===== src/rtl/adcseq_pkg.sv =====
package adcseq_pkg;
  typedef enum logic [1:0] {
    ST_CONV  = 2'd0,
    ST_SLEEP = 2'd1,
    ST_OUT   = 2'd2
  } seqState_t;

  // strobes from control to datapath
  typedef struct packed {
    logic load;        // capture stub word
    logic shift;       // advance to next bit
    logic showWord;    // sdo carries the shift register
    logic converting;  // ready flag value when not shifting
  } dpCtrl_t;
endpackage


===== src/rtl/adcseq_sync.sv =====
module adcseq_sync #(
  parameter int WIDTH = 1,
  parameter logic [WIDTH-1:0] RESET_VAL = '0
) (
  input  logic             clk,
  input  logic             rstN,
  input  logic [WIDTH-1:0] d,
  output logic [WIDTH-1:0] q
);
  logic [WIDTH-1:0] stage1;

  always_ff @(posedge clk or negedge rstN) begin
    if (!rstN) begin
      stage1 <= RESET_VAL;
      q      <= RESET_VAL;
    end else begin
      stage1 <= d;
      q      <= stage1;
    end
  end
endmodule


===== src/rtl/adcseq_ctrl.sv =====
module adcseq_ctrl
  import adcseq_pkg::*;
#(
  parameter int CONV_CYCLES = 20510,
  parameter int WORD_BITS   = 24,
  parameter int SCK_DIV     = 8
) (
  input  logic    clk,
  input  logic    rstN,
  input  logic    csSync,
  input  logic    sckSync,
  output dpCtrl_t dpCtrl,
  output logic    sdoOe,
  output logic    sckOut,
  output logic    sckOe
);
  localparam int CONV_W = $clog2(CONV_CYCLES);
  localparam int BIT_W  = $clog2(WORD_BITS);
  localparam int DIV_W  = $clog2(SCK_DIV);
  localparam int HALF   = SCK_DIV / 2;

  seqState_t         state;
  logic [CONV_W-1:0] convCnt;
  logic [BIT_W-1:0]  bitCnt;
  logic [DIV_W-1:0]  divCnt;
  logic              intMode;
  logic              csPrev;
  logic              sckPrev;

  logic csFall, csRise, sckFall, divWrap, shiftNow, lastBit, convDone;

  assign csFall   = csPrev & ~csSync;
  assign csRise   = ~csPrev & csSync;
  assign sckFall  = sckPrev & ~sckSync;
  assign divWrap  = (divCnt == DIV_W'(SCK_DIV - 1));
  assign lastBit  = (bitCnt == BIT_W'(WORD_BITS - 1));
  assign convDone = (state == ST_CONV) && (convCnt == CONV_W'(CONV_CYCLES - 1));
  assign shiftNow = (state == ST_OUT) && !csRise && (intMode ? divWrap : sckFall);

  always_ff @(posedge clk or negedge rstN) begin
    if (!rstN) begin
      state   <= ST_CONV;
      convCnt <= '0;
      bitCnt  <= '0;
      divCnt  <= '0;
      intMode <= 1'b0;
      csPrev  <= 1'b1;
      sckPrev <= 1'b0;
    end else begin
      csPrev  <= csSync;
      sckPrev <= sckSync;
      if (csFall && state != ST_OUT) intMode <= sckSync;
      case (state)
        ST_CONV: begin
          if (convDone) begin
            state   <= ST_SLEEP;
            convCnt <= '0;
          end else begin
            convCnt <= convCnt + 1'b1;
          end
        end
        ST_SLEEP: begin
          if (!csSync) begin
            state  <= ST_OUT;
            bitCnt <= '0;
            divCnt <= '0;
          end
        end
        ST_OUT: begin
          if (csRise) begin
            state   <= ST_CONV;
            convCnt <= '0;
          end else begin
            if (intMode) divCnt <= divWrap ? '0 : divCnt + 1'b1;
            if (shiftNow) begin
              if (lastBit) begin
                state   <= ST_CONV;
                convCnt <= '0;
              end else begin
                bitCnt <= bitCnt + 1'b1;
              end
            end
          end
        end
        default: state <= ST_CONV;
      endcase
    end
  end

  assign dpCtrl.load       = convDone;
  assign dpCtrl.shift      = shiftNow;
  assign dpCtrl.showWord   = (state == ST_OUT);
  assign dpCtrl.converting = (state == ST_CONV);

  assign sdoOe  = ~csSync;
  assign sckOe  = (state == ST_OUT) && intMode;
  assign sckOut = sckOe && (divCnt >= DIV_W'(HALF));

  // leaving conversion only after the full count
  a_r2_conv_len: assert property (@(posedge clk) disable iff (!rstN)
    ($past(state) == ST_CONV && state == ST_SLEEP) |-> $past(convCnt) == CONV_W'(CONV_CYCLES - 1));

  // select rise mid-transfer returns to conversion
  a_r8_abort: assert property (@(posedge clk) disable iff (!rstN)
    (state == ST_OUT && csRise) |=> (state == ST_CONV && convCnt == '0));

  // last shifted bit ends the transfer
  a_r6_last_bit: assert property (@(posedge clk) disable iff (!rstN)
    (shiftNow && lastBit) |=> state == ST_CONV);

  // mode is frozen for the whole transfer
  a_r9_mode_hold: assert property (@(posedge clk) disable iff (!rstN)
    (state == ST_OUT && $past(state) == ST_OUT) |-> $stable(intMode));
endmodule


===== src/rtl/adcseq_datapath.sv =====
module adcseq_datapath
  import adcseq_pkg::*;
#(
  parameter int DATA_BITS   = 20,
  parameter int STATUS_BITS = 4,
  parameter int WORD_BITS   = DATA_BITS + STATUS_BITS
) (
  input  logic                   clk,
  input  logic                   rstN,
  input  dpCtrl_t                dpCtrl,
  input  logic [DATA_BITS-1:0]   dataIn,
  input  logic [STATUS_BITS-2:0] statusIn,
  output logic                   sdo
);
  logic [WORD_BITS-1:0] shiftReg;

  always_ff @(posedge clk or negedge rstN) begin
    if (!rstN) begin
      shiftReg <= '0;
    end else if (dpCtrl.load) begin
      shiftReg <= {1'b0, statusIn, dataIn};
    end else if (dpCtrl.shift) begin
      shiftReg <= {shiftReg[WORD_BITS-2:0], 1'b1};
    end
  end

  assign sdo = dpCtrl.showWord ? shiftReg[WORD_BITS-1] : dpCtrl.converting;

  // captured word layout
  a_r5_load_word: assert property (@(posedge clk) disable iff (!rstN)
    dpCtrl.load |=> shiftReg == {1'b0, $past(statusIn), $past(dataIn)});

  // no strobe, no change
  a_r3_hold: assert property (@(posedge clk) disable iff (!rstN)
    (!dpCtrl.load && !dpCtrl.shift) |=> $stable(shiftReg));

  // ones enter behind the word
  a_r7_fill: assert property (@(posedge clk) disable iff (!rstN)
    dpCtrl.shift |=> shiftReg[0]);
endmodule


===== src/rtl/adcseq_top.sv =====
module adcseq_top
  import adcseq_pkg::*;
#(
  parameter int CONV_CYCLES = 20510,
  parameter int DATA_BITS   = 20,
  parameter int STATUS_BITS = 4,
  parameter int SCK_DIV     = 8
) (
  input  logic                   clk,
  input  logic                   rstN,
  input  logic                   csN,
  input  logic                   sckIn,
  output logic                   sckOut,
  output logic                   sckOe,
  output logic                   sdo,
  output logic                   sdoOe,
  input  logic [DATA_BITS-1:0]   dataIn,
  input  logic [STATUS_BITS-2:0] statusIn
);
  localparam int WORD_BITS = DATA_BITS + STATUS_BITS;

  logic [1:0] pinSync;
  dpCtrl_t    dpCtrl;

  adcseq_sync #(.WIDTH(2), .RESET_VAL(2'b10)) u_sync (
    .clk (clk),
    .rstN(rstN),
    .d   ({csN, sckIn}),
    .q   (pinSync)
  );

  adcseq_ctrl #(
    .CONV_CYCLES(CONV_CYCLES),
    .WORD_BITS  (WORD_BITS),
    .SCK_DIV    (SCK_DIV)
  ) u_ctrl (
    .clk    (clk),
    .rstN   (rstN),
    .csSync (pinSync[1]),
    .sckSync(pinSync[0]),
    .dpCtrl (dpCtrl),
    .sdoOe  (sdoOe),
    .sckOut (sckOut),
    .sckOe  (sckOe)
  );

  adcseq_datapath #(
    .DATA_BITS  (DATA_BITS),
    .STATUS_BITS(STATUS_BITS),
    .WORD_BITS  (WORD_BITS)
  ) u_dp (
    .clk     (clk),
    .rstN    (rstN),
    .dpCtrl  (dpCtrl),
    .dataIn  (dataIn),
    .statusIn(statusIn),
    .sdo     (sdo)
  );
endmodule


===== config.mk =====
export PLATFORM = sky130hd
export DESIGN_NAME = adcseq_top
export DESIGN_NICKNAME = d
export VERILOG_FILES = /design/src/rtl/adcseq_pkg.sv /design/src/rtl/adcseq_sync.sv /design/src/rtl/adcseq_ctrl.sv /design/src/rtl/adcseq_datapath.sv /design/src/rtl/adcseq_top.sv
export SDC_FILE = /design/constraint.sdc
export NUM_CORES = 1
export LEC_CHECK = 0
export ABC_AREA = 1
export BUFFER_PORTS_ARGS = -buffer_cell sky130_fd_sc_hd__buf_2
export CAP_MARGIN = 20
export CORE_MARGIN = 2
export CORE_UTILIZATION = 40
export DETAILED_ROUTE_END_ITERATION = 8
export GPL_TIMING_DRIVEN = 1
export PLACE_DENSITY_LB_ADDON = 0.12
export SETUP_SLACK_MARGIN = 0.4
export SLEW_MARGIN = 15
export SYNTH_ARGS = -nofsm -noshare
export SYNTH_HDL_FRONTEND = slang
export SYNTH_HIERARCHICAL = 1
export SYNTH_SLANG_ARGS = --single-unit

===== constraint.sdc =====
create_clock -name clk -period 2.2 [get_ports clk]
set_input_delay 0.33 -clock clk [delete_from_list [all_inputs] [get_ports clk]]
set_output_delay 0.33 -clock clk [all_outputs]
set_load 0.01 [all_outputs]

==> metrics.txt, run 1 <==
CP Cell Sequence inv_2, nand2_8, buf_12, nor3_1, buf_2; drt pass-1 iters 5; Slew Limit Fails 0; Hold Vio Cnt, Final 0; Vias 2597; First DRT Iteration DRCs 110; Avg Cell Area, Syn 7.74 sq um; DIE WIDTH 90.3 um; GRT Util Overall 17.1%; Final Skew 0.0113 ns; period utilization 80.6%; antenna viol nets, final 0; TritonCTS clock tree yes; outcome finished clean; Sum Neg Setup Slack 0 ns; gate count of the mapped netlist 385; Clk pin slew, worst setup/hold paths 0.11 ns; R2R depth 9; Hold Path Class input pin to flip-flop; CP required 1.87 ns; peak supply drop 0.254 mV; Synth Flop Type dfrtp_1; GRT overflow 0; Final Wtd Congestion 0.850; sequential area share after synthesis 47.1%; initial antenna violation count 0; die area 8160 sq um; crit path DAT 1.44 ns; CTS Buf Count 5; num ports 31; Netlist Area Pre-Place 2980 sq um; async set-reset flop share out of synthesis 100%; CTS root buffer clkbuf_8; Final Hold Slack 0.103 ns; Crit-path slowest cell dfrtp_1; Static Leak 1.64 nW; CP Capture Type output pin; crit path launch type flip-flop; row cnt 31; Num Clock Sinks 56; RSZ-0062 raised after global routing yes; die height 90.3 um; type of the worst setup path flip-flop to output pin; post-synthesis cell type count 28; Peak Freq 0.564 GHz; Max-Cap Viols 0; Nets 460; crit path buf inv count 3; Starting Density 41.1%; CP max stage delay 0.44 ns; vias in the first global route 2437; ant diodes 0; Synth Warn # 6; area grow syn2layout 17.9%; Hold Crit Depth 1; pwr dens 521 nW/um^2; number of synthesized flops with an enable pin 0; port bufs 30; share of cells above drive strength 1 19.8%; vias per inst 4.92; Crit Path Max Fanout 9; Slew HR 77.5%; clock latency on the worst-skew pair 0.32 ns; Util after Layout 48.5%; Tightest Pin Transition 0.337 ns; Routed WL 6770 um; WL/cell 12.8 um; CP delay by family, top buffers and inverters; Final setup viols 0; maximum clock path buffer count 2; core area 7250 sq um; first-pass GRT wire length 11300 um; Synth Net Count 417; DP Wirelength 4530 um; Pwr Total 0.00183 W; largest net degree at the start of global routing 25; Synth Register Bits 56; stages on the worst setup path 5; post-layout min period 1.77 ns; H-tree Lvls 2; DRC viols 0
[logic make-up (layout without fill, tap and decap cells)]
logic type | Yosys count | in the layout | synth area share, %
and+or+nand+nor | 245 | 247 | 36.6
DFF | 56 | 56 | 47.1
buffers and inverters | 44 | 86 | 7.35
AOI/OAI and AO/OA | 31 | 31 | 5.58
adders and majority gates | 5 | 5 | 2.10
xor gates and xnor gates | 4 | 4 | 1.18
[layout make-up]
class                      instances  area (sq um)
tap                               99           124
inverter                          31           129
clock inverter                     2          38.8
timing repair buffer              47           329
multi-input combinational        287          1410
fill                             746          3740
sequential                        56          1410
clock buffer                       6          82.6
[metrics by stage]
step | cells | cell area (sq um) | setup WS (ns)
after floorplan | 385 | 2980 | 0.569
after global placement | 505 | 3190 | 0.423
after detailed placement | 505 | 3190 | 0.360
after CTS | 515 | 3340 | 0.341
after global routing | 528 | 3510 | 0.362
final | 528 | 3510 | 0.427
[power breakdown]
part | switching (W) | internal, W | total [W]
logic | 0.0000374 | 0.0000238 | 0.0000612
clock network | 0.000352 | 0.000373 | 0.000725
registers | 0.00000641 | 0.00104 | 0.00105
[flip-flops by register name (all words and copies together), names as in the netlist]
signal and flops:
u_sync/stage1 2, u_ctrl/sckPrev 1, u_ctrl/intMode 1, u_sync/q 2
u_ctrl/csPrev 1, u_dp/shiftReg 24, u_ctrl/divCnt 3, u_ctrl/state 2
u_ctrl/bitCnt 5, u_ctrl/convCnt 15
[final timing paths]
path                             startpoint                  to  slack, ns
setup / recovery            u_ctrl/state[0]              sckOut       0.43
hold / removal                          csN    u_sync/stage1[1]       0.10
setup reg to reg           u_ctrl/divCnt[0]  u_ctrl/convCnt[12]       0.52
hold reg to reg            u_sync/stage1[0]         u_sync/q[0]       0.36
max in group asynchronous              rstN     u_ctrl/state[1]       1.14
min in group asynchronous              rstN    u_dp/shiftReg[1]       0.43
[cells in the mapped netlist (2+ instances only)]
cell	count	area, sq um
a21oi_1	9	45.0
o22ai_1	2	12.5
ha_1	5	62.6
nor2_4	4	45.0
o21ai_0	9	45.0
nor2_1	35	131
dfstp_2	3	78.8
buf_4	3	22.5
nand4_1	7	43.8
buf_2	6	30.0
nor3_1	3	15.0
nand2_2	5	31.3
nor2_2	3	18.8
o21ai_1	8	40.0
nand3_1	72	360
inv_2	4	15.0
nand2_1	114	428
xor2_1	3	26.3
dfrtp_1	53	1330
buf_6	4	45.0
inv_1	26	97.6
[placed cells by master, fill, tap and decap left out]
cell           Yosys  layout
nand2_1          114     112
nand3_1           72      72
dfrtp_1           53      53
nor2_1            35      33
buf_2              6      30
inv_1             26      24
buf_4              3      11
o21ai_1            8       9
a21oi_1            9       8
o21ai_0            9       8
nor2_4             4       7
nand4_1            7       7
nand2_2            5       7
clkbuf_8           0       6
ha_1               5       5
inv_2              4       4
nor2_2             3       4
nor3_1             3       3
xor2_1             3       3
dfstp_2            3       3
buf_12             0       3
inv_4              0       2
o22ai_1            2       2
a21oi_2            1       2
clkinv_4           0       1
bufinv_16          0       1
dlygate4sd3_1      0       1
nand2_8            0       1
inv_8              0       1
a21boi_0           1       1
xnor2_1            1       1
o31ai_1            1       1
nand3b_1           1       1
buf_6              4       1
buf_8              0       1
[repair_timing]
item / CTS / global route
hold buffers: 1 / 0
resized for setup: 3 / 16
pin swaps: 0 / 4
gates cloned: 1 / 1
setup endpoints to repair: 25 / 44
endpoints found under the hold margin: 9 / 0
setup buffers: 0 / 12
[routing by layer]
layer  global-route usage [%]  part of all wire [%]  vias up
met2                     28.9                    48       46
li1                         -                     -     1342
met4                     5.51                   1.3        0
met1                     22.3                    47     1204
met3                     3.09                   3.3        5
met5                        0                     0        -
Power figures use the tool's default switching activity.
==> run 2: changes to the inputs <==
==> constraint.sdc (replaced) <==
create_clock -name clk -period 1.4 [get_ports clk]
set_input_delay 0.21 -clock clk [delete_from_list [all_inputs] [get_ports clk]]
set_output_delay 0.21 -clock clk [all_outputs]
set_load 0.01 [all_outputs]
==> run 2 against run 1 <==
  * The flow now finishes with violations (setup timing)
  * Sequential share of layout area shrank 7.2 points
  * Count of clock-buffer cells in the layout fell by 1
  * Die area unchanged
  * Sequential cell count did not move
  * Via count increased by 11%
  * Worst setup slack worse by 0.63 ns
  * Hold slack worse by 0.0035 ns
  * Final area up 22%
  * Clock power grew 28%
  * Register-to-register slack lost 0.72 ns
==> metrics.txt, run 2 (same netlist as run 1, synthesis figures left out) <==
outcome finished, violations left; failing checks setup timing; Max-Cap Viols 0 (unchanged); share of cells above drive strength 1 38.9% (+19 points); Final Skew 0.00454 ns (-0.00678 ns); post-route setup slack -0.198 ns (-0.625 ns); CP max stage delay 0.41 ns (-0.03 ns); Hold Path Class input pin to flip-flop; Placed Cells 563 (+11%); initial antenna violation count 0 (unchanged); die area 8160 sq um (unchanged); Sum Neg Setup Slack -6.39 ns (-6.39 ns); vias per inst 4.85 (-1.5%); Fill cells 674 (-9.7%); Tightest Pin Transition 0.306 ns (-0.0306 ns); Hold Vio Cnt, Final 0 (unchanged); RSZ-0062 raised after global routing yes; DP Wirelength 4940 um (+8.9%); Crit Path Max Fanout 7 (-2); area grow syn2layout 43.8%; crit path launch type flip-flop; num ports 31 (unchanged); Num Clock Sinks 56 (unchanged); vias in the first global route 2758 (+13%); placed cell area 3710 sq um (+16%); CP required 1.62 ns (-0.25 ns); met2 Use GR 31.3% (+2.4 points); crit path DAT 1.82 ns (+0.38 ns); Nets 525 (+14%); busiest layer in global routing met2; DIE WIDTH 90.3 um (unchanged); pwr dens 634 nW/um^2 (+22%); core area 7250 sq um (unchanged); largest net degree at the start of global routing 57 (+130%); Largest Register u_dp/shiftReg; row cnt 31 (unchanged); port bufs 30 (unchanged); routing usage on met3 2.92% (-0.17 points); period utilization 114%; CP Capture Type flip-flop; CP delay by family, top flip-flops; largest registers u_dp/shiftReg x24, u_ctrl/convCnt x15, u_ctrl/bitCnt x5; Vias 2874 (+11%); Routed WL 7400 um (+9.4%); WL/cell 12.5 um (-2.6%); Clk pin slew, worst setup/hold paths 0.11 ns (about the same); CP Cell Sequence ha_2, ha_4, nand2_4, nand2_4, nor2_4, nor2_4, buf_12, buf_6, a21oi_2, nor2_1; drt pass-1 iters 4 (-1); CTS Buf Count 5 (unchanged); Slew HR 79.6% (+2.0 points); commonest non-fill, non-tap cell in the layout nand2_1; crit path buf inv count 2 (-1); max FFs per register 24 (unchanged); TritonCTS clock tree yes; Peak Freq 0.626 GHz; Crit-path slowest cell dfrtp_1; first-pass GRT wire length 12100 um (+7.1%); die height 90.3 um (unchanged); Final Wtd Congestion 0.888 (+4.5%); design area 4290 sq um (+22%); type of the worst setup path flip-flop to flip-flop; First DRT Iteration DRCs 140 (+27%); pre-CTS setup slack -0.195 ns (-0.554 ns); clock latency on the worst-skew pair 0.32 ns (about the same); most frequent cells in the layout 94 x nand2_1, 69 x nand3_1, 63 x buf_4, 53 x dfrtp_1, 29 x nor2_1; Slew Limit Fails 0 (unchanged); GRT Util Overall 17.9% (+0.78 points); Static Leak 2.05 nW (+25%); CTS root buffer clkbuf_8; ant diodes 0 (unchanged); maximum clock path buffer count 2 (unchanged); DRC viols 0 (unchanged); post-layout min period 1.60 ns; antenna viol nets, final 0 (unchanged); Starting Density 41.1% (unchanged); peak supply drop 0.449 mV (+77%); Final setup viols 49 (+49); met1 usage 22.9% (+0.63 points); GRT overflow 0 (unchanged); H-tree Lvls 2 (unchanged); fin cells 593 (+12%)
==> run 2: worst register-to-register path, stage by stage, from the launching register on <==
cell     delay [ns]
dfrtp_1        0.41
ha_2           0.20
ha_4           0.17
nand2_4        0.06
nand2_4        0.06
nor2_4         0.14
nor2_4         0.05
buf_12         0.13
buf_6          0.12
a21oi_2        0.12
nor2_1         0.04
==> run 2: repair_timing <==
item                       CTS  global route
hold endpoints to repair    55             0
pin swaps                    5            24
hold buffers                 3             0
setup endpoints to repair   54            54
buffers inserted             9             9
cloned                       0             1
resized for setup           31            47
==> run 2: metrics by stage <==
step	util, %	hold slack (ns)	power (W)
2_1_floorplan	-	-0.0856	0.00170
3_3_place_gp	51.2	0.241	0.00180
3_5_place_dp	51.2	0.235	0.00180
4_1_cts	55.3	0.0912	0.00273
5_1_grt	59.1	0.0933	0.00283
6_report	59.1	0.0994	0.00272
==> run 2: final timing paths <==
| path | slack [ns] | depth (start not counted) | to | start |
|---|---|---|---|---|
| min in group asynchronous | 0.41 | 3 | u_ctrl/divCnt[1] | rstN |
| worst max-delay path | -0.20 | 10 | u_ctrl/convCnt[12] | u_ctrl/divCnt[1] |
| max in group asynchronous | 0.68 | 3 | u_sync/q[1] | rstN |
| worst min register to register | 0.36 | 0 | u_sync/q[0] | u_sync/stage1[0] |
| worst min-delay path | 0.1 | 3 | u_dp/shiftReg[11] | dataIn[11] |
| worst max register to register | -0.20 | 10 | u_ctrl/convCnt[12] | u_ctrl/divCnt[1] |
==> run 2: power by group <==
group	switching, W	internal, W
Combinational	0.0000789	0.0000695
Sequential	0.00000867	0.00163
Clock	0.000567	0.000360
==> run 2: final cells by class <==
cell class	instances	area, sq um	share of cell area [%]
timing repair buffer	114	922	21.5
tap	99	124	2.89
inverter	31	134	3.12
sequential	56	1410	32.8
clock inverter	3	22.5	0.525
multi-input combinational	285	1610	37.6
clock buffer	5	68.8	1.61
==> run 2: per-layer routing <==
metal | routed length [um] | vias to the layer above
met3 | 188 | 8
met4 | 91 | 0
li1 | - | 1465
met5 | 0 | -
met2 | 3660 | 36
met1 | 3470 | 1365
